**src/rtl/ctxinv_pkg.sv**
```systemverilog
package ctxinv_pkg;

  localparam int REG_W  = 64;
  localparam int NBYTES = REG_W / 8;
  localparam int GR_W   = 2;
  localparam int ID_W   = 16;

  // field positions
  localparam int ICC_B  = 63;
  localparam int RG_LO  = 61;
  localparam int AG_LO  = 59;
  localparam int SRC_LO = 16;
  localparam int DOM_LO = 0;

  localparam logic [REG_W-1:0] RW_MASK = 64'hE000_0000_FFFF_FFFF;
  localparam logic [REG_W-1:0] RST_VAL = 64'h0800_0000_0000_0000;

  typedef logic [GR_W-1:0] gran_t;
  localparam gran_t GR_NONE = 2'b00;

  typedef enum logic [1:0] {
    SEQ_IDLE,
    SEQ_FLUSH,
    SEQ_INVAL,
    SEQ_DONE
  } seq_e;

  // expand byte enables into a bit mask
  function automatic logic [REG_W-1:0] be_to_mask(input logic [NBYTES-1:0] be);
    logic [REG_W-1:0] m;
    m = '0;
    for (int i = 0; i < NBYTES; i++) begin
      m[i*8 +: 8] = {8{be[i]}};
    end
    return m;
  endfunction

  // merge a bus write into the current value, writable fields only
  function automatic logic [REG_W-1:0] merge_write(input logic [REG_W-1:0] old_v,
                                                   input logic [REG_W-1:0] data,
                                                   input logic [NBYTES-1:0] be);
    logic [REG_W-1:0] m;
    m = be_to_mask(be) & RW_MASK;
    return (old_v & ~m) | (data & m);
  endfunction

  function automatic gran_t field_req_gran(input logic [REG_W-1:0] r);
    return r[RG_LO +: GR_W];
  endfunction

  function automatic logic [ID_W-1:0] field_src(input logic [REG_W-1:0] r);
    return r[SRC_LO +: ID_W];
  endfunction

  function automatic logic [ID_W-1:0] field_dom(input logic [REG_W-1:0] r);
    return r[DOM_LO +: ID_W];
  endfunction

  // completion update: drop command bit, record granularity used
  function automatic logic [REG_W-1:0] apply_result(input logic [REG_W-1:0] r,
                                                    input gran_t g);
    logic [REG_W-1:0] v;
    v = r;
    v[ICC_B] = 1'b0;
    v[AG_LO +: GR_W] = g;
    return v;
  endfunction

endpackage

```
**src/rtl/ctxinv_wr_decode.sv**
```systemverilog
module ctxinv_wr_decode
  import ctxinv_pkg::*;
#(
  parameter int ADDR_W = 12,
  parameter logic [ADDR_W-1:0] REG_OFS = 12'h028
) (
  input  logic                wr_valid,
  input  logic [ADDR_W-1:0]   wr_addr,
  input  logic [NBYTES-1:0]   wr_be,
  input  logic [REG_W-1:0]    wr_data,
  input  logic [REG_W-1:0]    cur_reg,
  output logic                wr_take,
  output logic                wr_blocked,
  output logic                start_evt,
  output logic [REG_W-1:0]    merged
);

  logic hit;
  logic busy;

  always_comb begin
    hit        = wr_valid && (wr_addr == REG_OFS);
    busy       = cur_reg[ICC_B];
    wr_take    = hit && !busy;
    wr_blocked = hit && busy;
    start_evt  = wr_take && wr_be[NBYTES-1] && wr_data[ICC_B];
    merged     = merge_write(cur_reg, wr_data, wr_be);
  end

endmodule

```
**src/rtl/ctxinv_seq.sv**
```systemverilog
module ctxinv_seq
  import ctxinv_pkg::*;
#(
  parameter bit FLUSH_EN = 1'b1
) (
  input  logic   clk,
  input  logic   rst_n,
  input  logic   start_evt,
  input  gran_t  start_gran,
  input  logic   wbf_ack,
  input  logic   inv_ack,
  input  gran_t  inv_ack_gran,
  output logic   wbf_req,
  output logic   inv_req,
  output logic   done_evt,
  output gran_t  done_gran
);

  seq_e  state_q, state_d;
  gran_t res_q, res_d;

  always_comb begin
    state_d = state_q;
    res_d   = res_q;
    unique case (state_q)
      SEQ_IDLE: begin
        if (start_evt) begin
          if (start_gran == GR_NONE) begin
            state_d = SEQ_DONE;
            res_d   = GR_NONE;
          end else if (FLUSH_EN) begin
            state_d = SEQ_FLUSH;
          end else begin
            state_d = SEQ_INVAL;
          end
        end
      end
      SEQ_FLUSH: begin
        if (wbf_ack) state_d = SEQ_INVAL;
      end
      SEQ_INVAL: begin
        if (inv_ack) begin
          state_d = SEQ_DONE;
          res_d   = inv_ack_gran;
        end
      end
      SEQ_DONE: state_d = SEQ_IDLE;
      default:  state_d = SEQ_IDLE;
    endcase
  end

  always_ff @(posedge clk) begin
    if (!rst_n) begin
      state_q <= SEQ_IDLE;
      res_q   <= GR_NONE;
    end else begin
      state_q <= state_d;
      res_q   <= res_d;
    end
  end

  assign wbf_req   = (state_q == SEQ_FLUSH);
  assign inv_req   = (state_q == SEQ_INVAL);
  assign done_evt  = (state_q == SEQ_DONE);
  assign done_gran = res_q;

endmodule

```
**src/rtl/ctxinv_regs.sv**
```systemverilog
module ctxinv_regs
  import ctxinv_pkg::*;
(
  input  logic             clk,
  input  logic             rst_n,
  input  logic             wr_take,
  input  logic [REG_W-1:0] merged,
  input  logic             done_evt,
  input  gran_t            done_gran,
  output logic [REG_W-1:0] reg_q
);

  // done_evt and wr_take never coincide: writes are refused while bit 63 is set
  always_ff @(posedge clk) begin
    if (!rst_n) begin
      reg_q <= RST_VAL;
    end else if (done_evt) begin
      reg_q <= apply_result(reg_q, done_gran);
    end else if (wr_take) begin
      reg_q <= merged;
    end
  end

endmodule

```
**src/rtl/ctxinv_cmd_reg.sv**
```systemverilog
module ctxinv_cmd_reg
  import ctxinv_pkg::*;
#(
  parameter int ADDR_W = 12,
  parameter logic [ADDR_W-1:0] REG_OFS = 12'h028,
  parameter bit FLUSH_EN = 1'b1
) (
  input  logic              clk,
  input  logic              rst_n,
  input  logic              wr_valid,
  input  logic [ADDR_W-1:0] wr_addr,
  input  logic [7:0]        wr_be,
  input  logic [63:0]       wr_data,
  input  logic [ADDR_W-1:0] rd_addr,
  output logic [63:0]       rd_data,
  output logic              wbf_req,
  input  logic              wbf_ack,
  output logic              inv_req,
  output logic [1:0]        inv_gran,
  output logic [15:0]       inv_dom,
  output logic [15:0]       inv_src,
  input  logic              inv_ack,
  input  logic [1:0]        inv_ack_gran
);

  // named internal events, observed by the bound checker
  logic [REG_W-1:0] reg_q;
  logic [REG_W-1:0] merged;
  logic             wr_take;
  logic             wr_blocked;
  logic             start_evt;
  logic             done_evt;
  gran_t            done_gran;

  ctxinv_wr_decode #(
    .ADDR_W  (ADDR_W),
    .REG_OFS (REG_OFS)
  ) dec_i (
    .wr_valid   (wr_valid),
    .wr_addr    (wr_addr),
    .wr_be      (wr_be),
    .wr_data    (wr_data),
    .cur_reg    (reg_q),
    .wr_take    (wr_take),
    .wr_blocked (wr_blocked),
    .start_evt  (start_evt),
    .merged     (merged)
  );

  ctxinv_seq #(
    .FLUSH_EN (FLUSH_EN)
  ) seq_i (
    .clk          (clk),
    .rst_n        (rst_n),
    .start_evt    (start_evt),
    .start_gran   (field_req_gran(merged)),
    .wbf_ack      (wbf_ack),
    .inv_ack      (inv_ack),
    .inv_ack_gran (inv_ack_gran),
    .wbf_req      (wbf_req),
    .inv_req      (inv_req),
    .done_evt     (done_evt),
    .done_gran    (done_gran)
  );

  ctxinv_regs regs_i (
    .clk       (clk),
    .rst_n     (rst_n),
    .wr_take   (wr_take),
    .merged    (merged),
    .done_evt  (done_evt),
    .done_gran (done_gran),
    .reg_q     (reg_q)
  );

  assign rd_data  = (rd_addr == REG_OFS) ? reg_q : '0;
  assign inv_gran = field_req_gran(reg_q);
  assign inv_dom  = field_dom(reg_q);
  assign inv_src  = field_src(reg_q);

endmodule

```
**config.mk**
```make
export PLATFORM = sky130hd
export DESIGN_NAME = ctxinv_cmd_reg
export DESIGN_NICKNAME = d
export VERILOG_FILES = /design/src/rtl/ctxinv_pkg.sv /design/src/rtl/ctxinv_wr_decode.sv /design/src/rtl/ctxinv_seq.sv /design/src/rtl/ctxinv_regs.sv /design/src/rtl/ctxinv_cmd_reg.sv
export SDC_FILE = /design/constraint.sdc
export NUM_CORES = 1
export LEC_CHECK = 0
export BUFFER_PORTS_ARGS = -buffer_cell sky130_fd_sc_hd__buf_2
export CAP_MARGIN = 20
export CELL_PAD_IN_SITES_DETAIL_PLACEMENT = 1
export CELL_PAD_IN_SITES_GLOBAL_PLACEMENT = 2
export CORE_MARGIN = 4
export CORE_UTILIZATION = 22
export DETAILED_ROUTE_END_ITERATION = 6
export HOLD_SLACK_MARGIN = 0.02
export PLACE_DENSITY_LB_ADDON = 0.1
export SLEW_MARGIN = 20
export SYNTH_ARGS = -nofsm -noshare
export SYNTH_HDL_FRONTEND = slang
export SYNTH_SLANG_ARGS = --single-unit
```
**constraint.sdc**
```tcl
create_clock -name clk -period 5.75 [get_ports clk]
set_input_delay 0.575 -clock clk [delete_from_list [all_inputs] [get_ports clk]]
set_output_delay 0.575 -clock clk [all_outputs]
set_load 0.02 [all_outputs]
```
Word level (Yosys, flattened, before mapping):

Index checks and enable logic that the tools add are counted.

* flip-flop bits (word level): 68
* input port bits: 103
* logic and storage cells: 45

* equal/unequal tests: 9
* mux-type cells: 12
* bitwise gates (word level): 6
* reduce and logical (&&, ||, !) cells: 13

Operators by type and width (number)
* 64-bit AND: 2
* 61-bit two-way mux: 2
* 64-bit two-way mux: 1
* 64-bit inverter: 1
* 64-bit OR: 1
* 12-bit by 6-bit equality test with 1-bit output, second input constant: 2
* 2-bit two-way mux: 7
* 2-bit case mux with 4 select lines: 1
* 2-bit by 1-bit != test with 1-bit output, second input constant: 3
* 2-bit equality test, second input constant: 2
* 1-bit logical AND: 4
* 2-bit zero test: 2
* 2-bit case mux with 2 select lines: 1
* 4-bit AND reduction: 1
* 2-bit nonzero test: 2
* 3-bit AND reduction: 1
* 2-bit by 1-bit equality test with 1-bit output, second input constant: 1
* 2-bit != test, second input constant: 1
* 1-bit inverter: 2
* 2-bit AND reduction: 1
* 2-bit OR reduction: 1
* 1-bit zero test: 1

Depth between registers and ports, before layout:

* depth in word-level cells: 7
* gate-level depth with buffers: 7
* depth with buffers taken out: 6

Hierarchy:

A second synthesis with hierarchy kept.

* cell total of the unflattened synthesis: 564
* area total of the unflattened synthesis: 5486.5 um2

Modules (own cells, without submodules)
* ctxinv_regs: times used 1, cells an instance 280, area each 2696.3 um2, seq. area each 1281.2 um2
* ctxinv_cmd_reg: times used 1, cells an instance 172, area each 1771.7 um2, seq. area each 0.0 um2
* ctxinv_wr_decode: times used 1, cells an instance 78, area each 713.2 um2, seq. area each 0.0 um2
* ctxinv_seq: times used 1, cells an instance 34, area each 305.3 um2, seq. area each 80.1 um2

Worst setup path after synthesis:

No wires, ideal clock.

* path type: input to register
* start: input wr_addr[8]
* end: register (tool-made name)
* arrival time: 2.110 ns
* required time: 5.618 ns
* slack: 3.507 ns
* stages: 6
* cell sequence: or4b_4 or4_4 buf_6 buf_8 o21ai_1 a21oi_1

RTL lines
* start: declaration: line ctxinv_cmd_reg.sv:11 `input logic [ADDR_W-1:0] wr_addr,`

Worst setup path after layout:

* start: input rd_addr[7]
* end: output rd_data[62]

* cells in the longest elaborated chain, start to end: 2

Ends and longest elaborated chain
* start: declaration: line ctxinv_cmd_reg.sv:14 `input logic [ADDR_W-1:0] rd_addr,`
* 12-bit by 6-bit equality test with 1-bit output: line ctxinv_cmd_reg.sv:76 `assign rd_data = (rd_addr == REG_OFS) ? reg_q : '0;`
* 64-bit two-way mux: line ctxinv_cmd_reg.sv:76
* end: declaration: line ctxinv_cmd_reg.sv:15 `output logic [63:0] rd_data,`

No other way between the ends.

==> results.rst <==
.. list-table::
   :header-rows: 1

   * - Metric
     - Value
   * - Placeable Area
     - 12000 µm²
   * - Total chip power
     - 0.783 mW
   * - Endpoint type of the worst setup path
     - output port
   * - Area used by multi-input combinational logic
     - 1330 µm²
   * - Area growth syn-to-layout
     - 22.2%
   * - Largest driver fanout on the critical path
     - 37
   * - Final worst path period share
     - 43.3%
   * - Height of the die
     - ~120 µm
   * - Initial antenna violation count
     - 0
   * - Routability congestion estimate from global placement
     - 0.684
   * - Maximum number of pins on one net before global-route repair
     - 38
   * - WHS
     - 0.470 ns
   * - Port Buffer Count
     - 143
   * - Source-to-sink clock delay at the later pin of the worst-skew pair
     - 0.28 ns
   * - Buffer levels on the longest clock path
     - 2
   * - Total of fill cells in the finished design
     - 1485
   * - Crit path largest cell delay
     - between 0.5 and 0.6 ns
   * - Starting Density
     - 22.4%
   * - Mapped Area
     - approximately 2700 µm²
   * - Routed wire length per instance
     - 15.2 µm
   * - TNS Setup
     - 0 ns
   * - Slowest cell on crit path
     - and3_2
   * - Global-route usage over all layers
     - 11.7%
   * - Antenna cell count
     - 0
   * - Crit path time final
     - 2.49 ns
   * - Total detailed-routing wirelength
     - between 8 and 9 mm
   * - CP Data Arrival Time
     - 1.92 ns
   * - First drt pass iteration count
     - 4
   * - Static leakage
     - ~1.5 nW
   * - Fin cells
     - 559
   * - Peak supply drop
     - 102 µV
   * - Area leader, netlist
     - dfxtp_1
   * - Setup Buffers After CTS
     - 0
   * - Overall overflow remaining after global route
     - 0
   * - Gate count after technology mapping
     - 317
   * - Wire length of the first global-routing pass
     - 13.5 mm
   * - Iteration-0 DRC count of the detailed router
     - 77
   * - # rows
     - 40
   * - Area share of the largest cell type after synthesis
     - 30.7%
   * - H-Tree Depth
     - 2
   * - Total number of vias
     - 2455
   * - Number of routed nets with antenna violations
     - 0
   * - Critical hold path startpoint
     - seq_i.done_gran[1]
   * - Share of async-settable or async-resettable flops after synthesis
     - 0%
   * - Cts repair resizes
     - 0
   * - CTS buffer count
     - 5
   * - CTS clock-pin slew for the worst setup and hold paths
     - 0.06 ns
   * - Count of cells along the worst register-to-register path
     - 4
   * - CTS tree
     - built
   * - Cell breakdown of the critical path
     - buf_2 > nor4bb_1 > and3_2 > and2_1 > buf_2
   * - Data required time of the worst path
     - 5.18 ns
   * - Post-Syn Area per Cell
     - about 8.4 µm²
   * - Sequential cell area
     - about 820 µm²
   * - Internal reg-to-reg setup slack
     - 3.63 ns
   * - Layout cell share with drive strength beyond 1
     - 39.3%
   * - Result of the run
     - completed
   * - Power density over cell area
     - 239 nW/µm²
   * - Die extent in x
     - 118 µm
   * - DRC violation count after routing
     - 0
   * - Achievable frequency
     - 0.401 GHz
   * - Count of final max-slew check failures
     - 0
   * - Min-Delay Path Class
     - flip-flop to flip-flop
   * - Layout net count
     - 518
   * - Classification of the worst setup path
     - primary input to output port
   * - Cells taking the most area after synthesis
     - dfxtp_1, buf_4, nand4b_1, and2_1, a21oi_1
   * - Number of sinks handled by clock tree synthesis
     - 41
   * - Die Area
     - 14000 µm²
   * - Dominant synthesized flop cell
     - dfxtp_1
   * - Ports
     - 203
   * - Via count of the first global-routing pass
     - around 2500
   * - Placed Cells
     - 551
   * - Final setup skew
     - roughly 0.011 ns
   * - Most frequent cell on the critical path
     - buf_2
   * - Number of warnings issued by yosys
     - 0
   * - Count leader, synth
     - buf_4
   * - Worst slew margin
     - 51.4%
   * - Detailed Place HPWL
     - between 6 and 7 mm
   * - Transition time at the pin with the least slew margin
     - 0.728 ns
   * - Sequential cell area fraction in the yosys report
     - a little under a third
   * - Number of vias per cell after detailed routing
     - 4.39
   * - Max Cap Violations
     - 0
   * - Top post-synthesis cells by count
     - buf_4, dfxtp_1, and2_1
   * - Element type at the critical path start
     - primary input
   * - Hold path endpoint
     - seq_i.done_gran[1]
   * - Worst setup margin
     - 3.26 ns
   * - Cts-stage hold buffer count
     - 0
   * - Unique cell type count in the Yosys netlist
     - 38
   * - Clock root cell
     - clkbuf_16
   * - Number of hold violations in the final report
     - 0
   * - Number of synthesized flops with an enable pin
     - 0
   * - Cell depth of the worst min-delay path
     - 2
   * - Post-synthesis sequential element count
     - 41
   * - # setup viols final
     - 0
   * - Setup slack after placement
     - approximately 2.8 ns
   * - Setup repair after global routing missed its margin
     - false
[power breakdown]
group	switching [mW]	leakage [nW]	internal, mW
Combinational	0.0941	1.13	0.0609
Sequential	0.00563	0.330	0.291
Clock	0.115	0.0841	0.217
Total	0.214	1.54	0.569
[final cells by class]
cell class	instances	share of cell area, %
multi-input cells	210	40.7
flip-flops and latches	41	25.1
repair buffers	145	22.3
well taps	147	5.63
clock buffers	7	4.36
clock inverters	1	0.918
inverters	8	0.918
[worst max-delay path: cells and delay by family]
family	cells	cell delay (ns)
buffers and inverters	2	0.27
AND/OR/NAND/NOR	3	1.07
[how the worst max path moves through the flow]
stage               startpoint     endpoint  slack (ns)
CTS                 rd_addr[7]  rd_data[62]        2.80
floorplan           wr_addr[8]    flip-flop        3.51
finish              rd_addr[7]  rd_data[62]        3.26
detailed placement  rd_addr[7]  rd_data[62]        2.80
global placement    rd_addr[7]  rd_data[62]        2.81
global route        rd_addr[7]  rd_data[17]        3.04
[logic make-up after synthesis]
logic type | count (synthesis) | share of synthesized area, %
AND/OR/NAND/NOR | 98 | 27.1
other | 1 | 0.140
buffers and inverters | 92 | 23.3
multiplexers | 4 | 1.50
AO/OA/AOI/OAI | 77 | 15.5
adder cells (fa/ha/maj) | 4 | 1.87
flip-flops | 41 | 30.7
[layout by cell type (no fill, tap or decap), types with 3 or more instances in the layout]
master,count
or4_4,3
mux2i_1,4
clkbuf_16,5
inv_1,7
buf_2,143
dfxtp_1,41
nand4b_1,34
ha_1,4
nand2_1,4
nand3_1,3
o21ai_1,28
o21ai_0,6
conb_1,27
a21oi_1,35
and2_1,37
[metal layers]
metal	vias up	track usage, %	part of all wire, %
li1	1216	-	-
met1	1127	14.8	45
met2	107	19.8	47
met3	5	3.44	7.3
met4	0	2.42	0.71
met5	-	0	0
[metrics by stage]
stage	instance area [µm²]	utilization, %
after global routing	3270	27.3
after global placement	3100	25.9
after detailed placement	3100	25.9
after floorplan	2770	-
final	3270	27.3
after CTS	3270	27.3
Power figures use the tool's default switching activity.
